===== src/rtl/wo_cfg_regs.sv =====
module wo_cfg_regs #(
  parameter int ADDR_W = 5,
  parameter int DATA_W = 32,
  parameter int TRIM_W = 8,
  parameter int MODE_W = 2,
  parameter int ID_W   = 16,
  parameter logic [TRIM_W-1:0] TRIM_RST = '0,
  parameter logic [MODE_W-1:0] MODE_RST = '0,
  parameter logic [ID_W-1:0]   ID_RST   = '0
) (
  input  logic              pclk,
  input  logic              presetn,
  input  logic              psel,
  input  logic              penable,
  input  logic              pwrite,
  input  logic [ADDR_W-1:0] paddr,
  input  logic [DATA_W-1:0] pwdata,
  output logic [DATA_W-1:0] prdata,
  output logic              pready,
  output logic              pslverr,
  output logic [TRIM_W-1:0] cfg_trim,
  output logic [MODE_W-1:0] cfg_mode,
  output logic [ID_W-1:0]   cfg_id
);
  localparam int IDX_W = ADDR_W - 2;
  localparam int NFLD  = 3;

  logic [TRIM_W-1:0] trim_q;
  logic [MODE_W-1:0] mode_q;
  logic [ID_W-1:0]   id_q;
  logic [NFLD-1:0]   done_q;

  logic             wr_acc, aligned;
  logic [IDX_W-1:0] word;
  logic             hit_trim, hit_mode, hit_id, hit_stat;

  assign wr_acc   = psel && penable && pwrite;
  assign aligned  = (paddr[1:0] == 2'b00);
  assign word     = paddr[ADDR_W-1:2];
  assign hit_trim = aligned && (word == IDX_W'(0));
  assign hit_mode = aligned && (word == IDX_W'(1));
  assign hit_id   = aligned && (word == IDX_W'(2));
  assign hit_stat = aligned && (word == IDX_W'(3));

  always_ff @(posedge pclk or negedge presetn) begin
    if (!presetn) begin
      trim_q <= TRIM_RST;
      mode_q <= MODE_RST;
      id_q   <= ID_RST;
      done_q <= '0;
    end else begin
      if (wr_acc && hit_trim && !done_q[0]) begin
        trim_q    <= pwdata[TRIM_W-1:0];
        done_q[0] <= 1'b1;
      end
      if (wr_acc && hit_mode && !done_q[1]) begin
        mode_q    <= pwdata[MODE_W-1:0];
        done_q[1] <= 1'b1;
      end
      if (wr_acc && hit_id && !done_q[2]) begin
        id_q      <= pwdata[ID_W-1:0];
        done_q[2] <= 1'b1;
      end
    end
  end

  always_comb begin
    prdata = '0;
    if (hit_trim) prdata[TRIM_W-1:0] = trim_q;
    if (hit_mode) prdata[MODE_W-1:0] = mode_q;
    if (hit_id)   prdata[ID_W-1:0]   = id_q;
    if (hit_stat) prdata[NFLD-1:0]   = done_q;
  end

  assign pready   = 1'b1;
  assign pslverr  = 1'b0;
  assign cfg_trim = trim_q;
  assign cfg_mode = mode_q;
  assign cfg_id   = id_q;

  logic unused_wdata;
  assign unused_wdata = &{1'b0, pwdata[DATA_W-1:ID_W]};

  p_commit_r2: assert property (@(posedge pclk) disable iff (!presetn)
    (wr_acc && hit_trim && !done_q[0]) |=> (done_q[0] && cfg_trim == $past(pwdata[TRIM_W-1:0])));

  p_frozen_trim_r3: assert property (@(posedge pclk) disable iff (!presetn)
    done_q[0] |=> $stable(cfg_trim));
  p_frozen_mode_r3: assert property (@(posedge pclk) disable iff (!presetn)
    done_q[1] |=> $stable(cfg_mode));
  p_frozen_id_r3: assert property (@(posedge pclk) disable iff (!presetn)
    done_q[2] |=> $stable(cfg_id));

  p_oneway_r4: assert property (@(posedge pclk) disable iff (!presetn)
    (done_q & $past(done_q)) == $past(done_q));

  p_noerr_r8: assert property (@(posedge pclk) disable iff (!presetn)
    pready && !pslverr);

  p_idle_r9: assert property (@(posedge pclk) disable iff (!presetn)
    !wr_acc |=> ($stable(done_q) && $stable(cfg_trim) && $stable(cfg_mode) && $stable(cfg_id)));
endmodule


===== config.mk =====
export PLATFORM = sky130hd
export DESIGN_NAME = wo_cfg_regs
export DESIGN_NICKNAME = d
export VERILOG_FILES = /design/src/rtl/wo_cfg_regs.sv
export SDC_FILE = /design/constraint.sdc
export NUM_CORES = 1
export LEC_CHECK = 0
export BUFFER_PORTS_ARGS = -buffer_cell sky130_fd_sc_hd__buf_2
export CORE_MARGIN = 2
export CORE_UTILIZATION = 41
export DETAILED_ROUTE_END_ITERATION = 10
export GPL_TIMING_DRIVEN = 0
export PLACE_DENSITY = 0.9
export REMOVE_ABC_BUFFERS = 1
export SLEW_MARGIN = 20
export SYNTH_ARGS = -nofsm -noshare
export SYNTH_HDL_FRONTEND = slang
export SYNTH_SLANG_ARGS = --single-unit

===== constraint.sdc =====
create_clock -name pclk -period 2.2 [get_ports pclk]
set_input_delay 0 -clock pclk [delete_from_list [all_inputs] [get_ports pclk]]
set_output_delay 0 -clock pclk [all_outputs]
set_load 0.005 [all_outputs]

==> results list, run 1 <==
- Final hold analysis gives a worst-case slack of roughly 0.041 ns.
- Area occupied by multi-input gates: 683 µm²
- Final setup vio count: 0
* # port buffers: 67
- For this run, global-route usage on met3 was measured as 5.56%.
- Required @ worst endpoint: 2.20 ns
- Clock transition time at the flip-flop clock pins of the worst setup and hold paths: roughly 0.06 ns
- The congestion estimate from routability-driven global placement came to 0.837.
- Sequence of cells on the critical path: buf_2, or3_4, nor2_1, a22o_1, buf_2
- Cells taking the most area after synthesis: sky130_fd_sc_hd__dfrtp_1, sky130_fd_sc_hd__mux2_2, sky130_fd_sc_hd__buf_4, sky130_fd_sc_hd__mux2_4, sky130_fd_sc_hd__and2_1
- Setup total negative slack on the finished layout was measured at 0 ns.
* Biggest cell delay along the critical path: 0.69 ns
- GR Util met2: 27.4%
- The number of antenna violations at the first check in global routing came to 0.
* Most frequent cells in the layout: sky130_fd_sc_hd__buf_2, sky130_fd_sc_hd__dfrtp_1, sky130_fd_sc_hd__conb_1
- Dividing the detail-routed wire length by the instance count gives around 13 µm.
* Hold Path Class: in2reg
* Unrepaired setup endpoints after global routing: no
- GRT Overall Usage: 16.4%
- Detailed placement ended at an HPWL of approximately 2200 µm.
* Internal Dissipation: 0.920 mW
- TritonCTS Buffers: 5
- Tightest slew margin relative to the limit: a little over two fifths
- Sequential elements use 47.7% of the synthesized area.
- The die covers between 4000 and 5000 µm².
- Combinational power share: between 15 and 20%
* Global route hottest layer: met2
* First-pass GRT wire length: slightly above 5000 µm
* Shortest clock period the worst path allows after layout: around 1.6 ns
- The Yosys step of the flow raised 0 warnings.
* Synth cell types: 25
* Average footprint of a synthesized cell: between 10 and 15 µm²
- The cell area that synthesis handed to floorplanning was about 1500 µm².
- DP Worst Slack: between 0.3 and 0.4 ns
- Post-detailed-route count of antenna-violating nets: 0
- Final worst path period share: approximately 72%
- Summed over all cells, the static leakage comes to between 1 and 1.5 nW.
* Commonest non-fill, non-tap cell in the layout: sky130_fd_sc_hd__buf_2
* # clock sinks: 29
* Number of global-route vias before repair: about 1100
- For this run, the post-layout net count is 240.
- Floorplan Core Area: 3610 µm²
- After synthesis the netlist holds a flip-flop and latch count of 29.
* Highest clock frequency the design can meet: 631 MHz
* Peak ir drop on the vdd network: roughly 0.00045 V
- Relative contribution of sequential cells to total power: between 50% and 60%
* CTS HTree Levels: 2
- In this run the biggest area consumer among cell types represents a little under half of the synthesized area.
- Startpoint type of the worst setup path: input port
- Final wirelength: about 3200 µm
- The filler cells instantiated in the layout total ~300.
- The die is 64.9 µm tall.
* IO Count: about 100
* Endpoint type of the worst setup path: output port
- Antenna cell count: 0
- Clk_lat worst skew: about 0.27 ns
* Total via count after detailed routing: 1109
- Buffer cell driving the clock tree root: sky130_fd_sc_hd__clkbuf_8
- At the pin with the least slew margin, the transition time is 0.866 ns.
- The clock passes through at most 2 buffers.
* Max-cap viol count: 0
- Between clock sinks in the finished design, the worst skew comes to slightly above 0.002 ns.
- Post-detailed-route DRC marker count: 0
- Cells with a size suffix above 1 make up 53.8% of the layout.
- Entering global routing, the biggest net connects 30 pins.
* Max Slew Vio Count: 0
- Min setup slack post-route: approximately 0.61 ns
- Power share of the clock group: between 30 and 40%
- Detailed-route vias per instance: about 4.5
- The floorplan has 22 rows.
- Pwr per Cell Area: 587 nW/µm²
- The worst setup path is of the in2out kind.
- Mapped Cells: about 110
* Sw Share: about a quarter
- Global-route track usage on met1: approximately a fifth
- Across the whole layout, storage elements account for between 700 and 800 µm².
* Most area-hungry cell type in the Yosys netlist: sky130_fd_sc_hd__dfrtp_1
- After global routing the overflow that remains totals 0.
- Counting stages on the worst path, the most repeated cell is sky130_fd_sc_hd__buf_2.
- The die is 64.9 µm wide.
- Max Fanout on Critical Path: 13
- Hold Violations, Final: 0
* Switching power summed over all nets: between 0.2 and 0.3 mW
- Growth of design area from synthesis to finish: 34.9%
- For this run, the detailed router's first-pass iteration total came to 4.
* DRC violation total after the first TritonRoute iteration: 27
* Effective utilization at floorplan: a little over two fifths
- Slowest library cell on the worst path: sky130_fd_sc_hd__nor2_1
* Outcome: complete, no violations
- Critical Path AT: around 1.6 ns
* TritonCTS clock tree: done
## logic make-up after synthesis
logic type	share of synthesized area, %
compound gates	3.86
buf+inv	11.4
flops	47.7
mux	25.1
other cells	0.493
simple gates	11.5
## sequential cells by signal, summed over array words and instances (netlist names)
| signal | count |
|---|---|
| done_q | 3 |
| cfg_id | 16 |
| cfg_trim | 8 |
| cfg_mode | 2 |
## final cells by class
cell class                      instances  share of cell area (%)
Sequential cell                        29                    35.3
Multi-Input combinational cell         78                    33.3
Clock buffer                            8                    3.90
Timing Repair Buffer                   84                    24.6
Tap cell                               48                    2.92
## repair_timing
action,CTS,global route
setup buffers,0,0
gates resized for setup,0,0
setup endpoints to repair,0,0
hold buffers,17,0
endpoints found under the hold margin,55,0
## metrics by stage
stage | power (mW) | utilization [%] | area, µm² | cells
6_report | 1.21 | 57.0 | 2050 | 247
5_1_grt | 1.29 | 57.0 | 2050 | 247
4_1_cts | 1.23 | 57.0 | 2050 | 247
3_5_place_dp | 0.791 | 50.0 | 1800 | 222
3_3_place_gp | 0.784 | 50.0 | 1800 | 222
2_1_floorplan | 0.697 | - | 1410 | 107
## critical path: cells and delay by family
kind | cells | cell delay (ns)
AND/OR/NAND/NOR | 2 | 1.10
buffers and inverters | 2 | 0.22
AO/OA/AOI/OAI | 1 | 0.27
## power groups by stage
stage / Combinational [mW] / Sequential [mW] / Clock [mW]
floorplan: 0.0743 / 0.623 / 0
global placement: 0.163 / 0.621 / 0
detailed placement: 0.167 / 0.624 / 0
CTS: 0.191 / 0.615 / 0.421
global route: 0.211 / 0.621 / 0.458
finish: 0.190 / 0.615 / 0.402
## Yosys cell counts
cell type,n
sky130_fd_sc_hd__conb_1,2
sky130_fd_sc_hd__buf_6,1
sky130_fd_sc_hd__or3_4,1
sky130_fd_sc_hd__nand3_1,2
sky130_fd_sc_hd__and2_1,8
sky130_fd_sc_hd__or4_4,2
sky130_fd_sc_hd__o21bai_1,1
sky130_fd_sc_hd__nand2b_1,1
sky130_fd_sc_hd__or2_2,1
sky130_fd_sc_hd__mux2i_1,1
sky130_fd_sc_hd__buf_12,1
sky130_fd_sc_hd__mux2_2,17
sky130_fd_sc_hd__nor4_4,1
sky130_fd_sc_hd__nor3_1,1
sky130_fd_sc_hd__or2b_1,1
sky130_fd_sc_hd__dfrtp_1,29
sky130_fd_sc_hd__and2b_2,2
sky130_fd_sc_hd__a22o_1,5
sky130_fd_sc_hd__nand4_1,1
sky130_fd_sc_hd__nor2_1,3
sky130_fd_sc_hd__clkbuf_1,2
sky130_fd_sc_hd__mux4_2,2
sky130_fd_sc_hd__buf_4,18
sky130_fd_sc_hd__mux2_4,9
sky130_fd_sc_hd__o21a_1,1
## metal layers
metal	part of all wire (%)	up-vias
li1	-	528
met1	42	526
met2	50	51
met3	7.3	4
met4	0.93	0
met5	0	-
## path summary, 6_finish.rpt
| path | start | to | slack [ns] | depth (start not counted) |
|---|---|---|---|---|
| min reg2reg | done_q[1]$_DFFE_PN0P_ | done_q[1]$_DFFE_PN0P_ | 0.50 | 1 |
| max in group asynchronous | presetn | done_q[2]$_DFFE_PN0P_ | 1.50 | 2 |
| min in group asynchronous | presetn | cfg_id[8]$_DFFE_PN0P_ | 0.29 | 2 |
| max reg2reg | done_q[2]$_DFFE_PN0P_ | cfg_id[10]$_DFFE_PN0P_ | 0.62 | 2 |
| min | penable | done_q[1]$_DFFE_PN0P_ | 0.04 | 3 |
| max | paddr[1] | prdata[7] | 0.61 | 5 |
Note: power is estimated with default switching activity, not from simulation.
==> run 2: changes to the inputs <==
Settings changed: ABC_AREA set to 1, CORE_UTILIZATION 41 to 43, PLACE_DENSITY 0.9 to 0.91.
Clock period 2.2 ns to 1.48 ns, I/O delays scaled along.
==> run 2 against run 1 <==
Die area up 2.8%. Largest power group unchanged. Worst setup slack worse by 0.38 ns. Final cell count up 30%. Non-clock buffer count down 7. First-iteration DRC count up 7.4%. Clock skew up 0.00051 ns. Flip-flop and latch count unchanged. Sequential power up 29%. Critical path depth down 1. Sequential share of layout area down 1.2 points. Power up 36%. Hold slack worse by 0.036 ns.
==> results list, run 2 <==
- The tree is rooted in a sky130_fd_sc_hd__clkbuf_8.
* Part of the Yosys area used for sequential elements: 44.1% (-3.6 points)
* Proportion of layout cells with a drive suffix above 1: 37.6% (-16 points)
- Area post-placement: 1920 µm² (+6.7%)
- The total congestion overflow after global routing came to 0 (unchanged).
* DP Worst Slack: 0.201 ns (-0.189 ns)
- TritonCTS clock tree: done
* Most repeated cell in the gate-level netlist after synthesis: sky130_fd_sc_hd__nand2_1
- Slew at the pin closest to its max-slew limit: 0.628 ns (-0.238 ns)
- Endpoint type of the worst setup path: register
* Hold buffer count at CTS: 10 (-7)
- The data required time of the critical path came to 1.64 ns (-0.56 ns).
* First-pass GRT wire length: 6060 µm (+18%)
- Most area-hungry cell type in the Yosys netlist: sky130_fd_sc_hd__dfrtp_1
* Min setup slack post-route: 0.236 ns (-0.379 ns)
- IO Count: 102 (unchanged)
* Switching power summed over all nets: 0.368 mW (+28%)
- The worst ir drop on vdd came to 0.000626 V (+41%).
* Clk_lat worst skew: 0.27 ns (about the same)
- Post-detailed-route wirelength per cell: 10.9 µm (-16%)
- The count of cells resized by post-cts repair is 0 (unchanged).
* Most frequent cells in the layout: sky130_fd_sc_hd__buf_2, sky130_fd_sc_hd__nand2_1, sky130_fd_sc_hd__dfrtp_1
* Detailed placer's ending HPWL: 2540 µm (+16%)
* Internal Dissipation: 1.27 mW (+38%)
- The remaining routing DRC violations was 0 (unchanged).
- Max Fanout on Critical Path: 25 (+12)
* Final wirelength: 3520 µm (+9.0%)
- The count of final hold-check violations is 0 (unchanged).
- Number of antenna violations at the first check in global routing: 0 (unchanged)
- Setup repair after global routing left no endpoint under its margin.
- The number of buffers added by the clock tree synthesis step was 5 (unchanged).
- The fraction of synthesis flops using an asynchronous set or reset pin was 100% (unchanged).
- The number of global-route vias before repair is 1441 (+33%).
* Count of buffers added by post-CTS timing repair for setup: 0 (unchanged)
* Clock buffer depth: 2 (unchanged)
- The leakage power is 1.29 nW (+10%).
- Combinational power share: 8.3% (-7.4 points)
- The overall die height came to 65.9 µm (+1.4%).
* Startpoint type of the worst setup path: register
- The number of max-slew violations in the final report was 0 (unchanged).
* Sw Share: 22.5% (-1.2 points)
- The slowest stage of the critical path is the sky130_fd_sc_hd__dfrtp_1 cell.
- The largest net degree at the start of global routing is 30 (unchanged).
* Pwr per Cell Area: 769 nW/µm² (+31%)
- The flip-flop count of the largest register after layout was 16 (unchanged).
- Fillcell total: 343 (+13%)
- The critical path arrival came to 1.40 ns (-0.19 ns).
* Most numerous cell types in the synthesized netlist: sky130_fd_sc_hd__nand2_1, sky130_fd_sc_hd__dfrtp_1, sky130_fd_sc_hd__inv_1
* Detailed-route vias per instance: 4.48 (-0.12%)
- The number of H-tree levels is 2 (unchanged).
* Pre-Repair DR Iteration Count: 4 (unchanged)
* Final worst path period share: a little over four fifths
- Clock transition time at the flip-flop clock pins of the worst setup and hold paths: 0.06 ns (about the same)
* Final Power: 1.64 mW (+36%)
- The post-route standard cell area excluding fillers came to 2130 µm² (+3.5%).
- Sequence of cells on the critical path: nor2_4, nand2_4, nand2_1, o21ai_2
- The worst relative slew slack is 58.1% (+16 points).
* Highest clock frequency the design can meet: about 800 MHz
* Cells taking the most area after synthesis: sky130_fd_sc_hd__dfrtp_1, sky130_fd_sc_hd__nand2_1, sky130_fd_sc_hd__buf_4, sky130_fd_sc_hd__o21ai_2, sky130_fd_sc_hd__inv_1
- The post-synthesis average cell area is 8.44 µm² (-37%).
- The distinct cell type count after synthesis is 16 (-36%).
* Die outline area: 4340 µm² (+2.8%)
- The clock sink count is 29 (unchanged).
- The global placer's final weighted congestion was 0.885 (+5.7%).
- For the finished layout, the period the worst path requires is between 1 and 1.5 ns.
* Final core occ: 58.1% (+1.1 points)
- Effective utilization at floorplan: 44.9% (+2.7 points)
* Post-detailed-route count of antenna-violating nets: 0 (unchanged)
* Floorplan Core Area: 3660 µm² (+1.5%)
- The number of violations of the max-capacitance limit came to 0 (unchanged).
- The register share of total power was 48.6% (-2.3 points).
- The worst hold path belongs to the class in2reg.
- Biggest cell delay along the critical path: 0.42 ns (-0.27 ns)
* # port buffers: 67 (unchanged)
* Final net count: 315 (+31%)
- The final count of negative-setup-slack endpoints was 0 (unchanged).
- Post-route setup TNS: 0 ns (unchanged)
- The register bit count reported by yosys is 29 (unchanged).
- Site Rows: 22 (unchanged)
* Growth of design area from synthesis to finish: 29.2%
- The fraction of post-synthesis cell area in the top cell type by area is 44.1% (-3.6 points).
* Outcome: complete, no violations
* Mapped Cells: 195 (+73%)
- GRT Overall Usage: 18.4% (+1.9 points)
- Among all flip-flop cells after synthesis, the most frequent one is sky130_fd_sc_hd__dfrtp_1.
- The first-iteration detailed-routing DRC count came to 29 (+7.4%).
* Worst Clk Skew: 0.00256 ns (+0.000512 ns)
* Chip Width: 65.9 µm (+1.4%)
- Antenna cell count: 0 (unchanged)
- Number of synthesized flops with an enable pin: 0 (unchanged)
- Setup CP Type: reg2reg
- The cell area after synthesis came to 1650 µm² (+8.1%).
- Commonest non-fill, non-tap cell in the layout: sky130_fd_sc_hd__buf_2
- Power share of the clock group: 43.1% (+9.8 points)
- Synthesis Warnings: 0 (unchanged)
* Total via count after detailed routing: 1444 (+30%)
-- run 2: final cells by class --
class                      instances  area [µm²]  share of cell area [%]
inverter                          24        90.1                    4.24
clock inverter                     1        5.00                   0.235
sequential                        29         726                    34.1
timing repair buffer              77         435                    20.5
tap                               48        60.1                    2.83
multi-input combinational        136         713                    33.5
clock buffer                       7        96.3                    4.53
-- run 2: stage by stage --
step / hold WS (ns) / std cells
6_report: 0.00487 / 322
5_1_grt: 0.0112 / 322
3_3_place_gp: 0.0482 / 304
3_5_place_dp: 0.0585 / 304
2_1_floorplan: -0.296 / 189
4_1_cts: 0.00152 / 322
-- run 2: final timing paths --
path / startpoint / end / slack, ns / cells after the start
setup / recovery: done_q[2]$_DFFE_PN0P_ / cfg_id[3]$_DFFE_PN0P_ / 0.24 / 4
hold / removal: pwdata[7] / cfg_trim[7]$_DFFE_PN0P_ / 0.005 / 3
setup reg to reg: done_q[2]$_DFFE_PN0P_ / cfg_id[3]$_DFFE_PN0P_ / 0.24 / 4
hold reg to reg: cfg_id[12]$_DFFE_PN0P_ / cfg_id[12]$_DFFE_PN0P_ / 0.49 / 2
max in group asynchronous: presetn / cfg_id[6]$_DFFE_PN0P_ / 0.79 / 2
min in group asynchronous: presetn / cfg_id[1]$_DFFE_PN0P_ / 0.28 / 2
-- run 2: power by group through the flow --
stage	clock [mW]	combinational, mW	sequential [mW]
after floorplan	0	0.0524	0.810
after global placement	0	0.113	0.810
after detailed placement	0	0.116	0.810
after CTS	0.725	0.137	0.795
after global routing	0.773	0.153	0.795
final	0.704	0.136	0.795
-- run 2: cell families after synthesis --
kind of cell	Yosys count	synth area share, %
compound gates	18	9.13
buf+inv	46	16.2
flops	29	44.1
other cells	2	0.456
simple gates	100	30.1
-- run 2: per-layer routing --
layer | vias up | track usage [%] | share of wire (%)
met4 | 0 | 4.69 | 0
met5 | - | 0 | 0
met2 | 59 | 33.7 | 53
met3 | 0 | 6.47 | 6.9
li1 | 728 | - | -
met1 | 657 | 19.9 | 40
-- run 2: worst max-delay path, delay by kind of cell, from the launching register on --
family,cells,cell delay [ns]
flip-flops,1,0.42
AND/OR/NAND/NOR,3,0.65
AO/OA/AOI/OAI,1,0.06
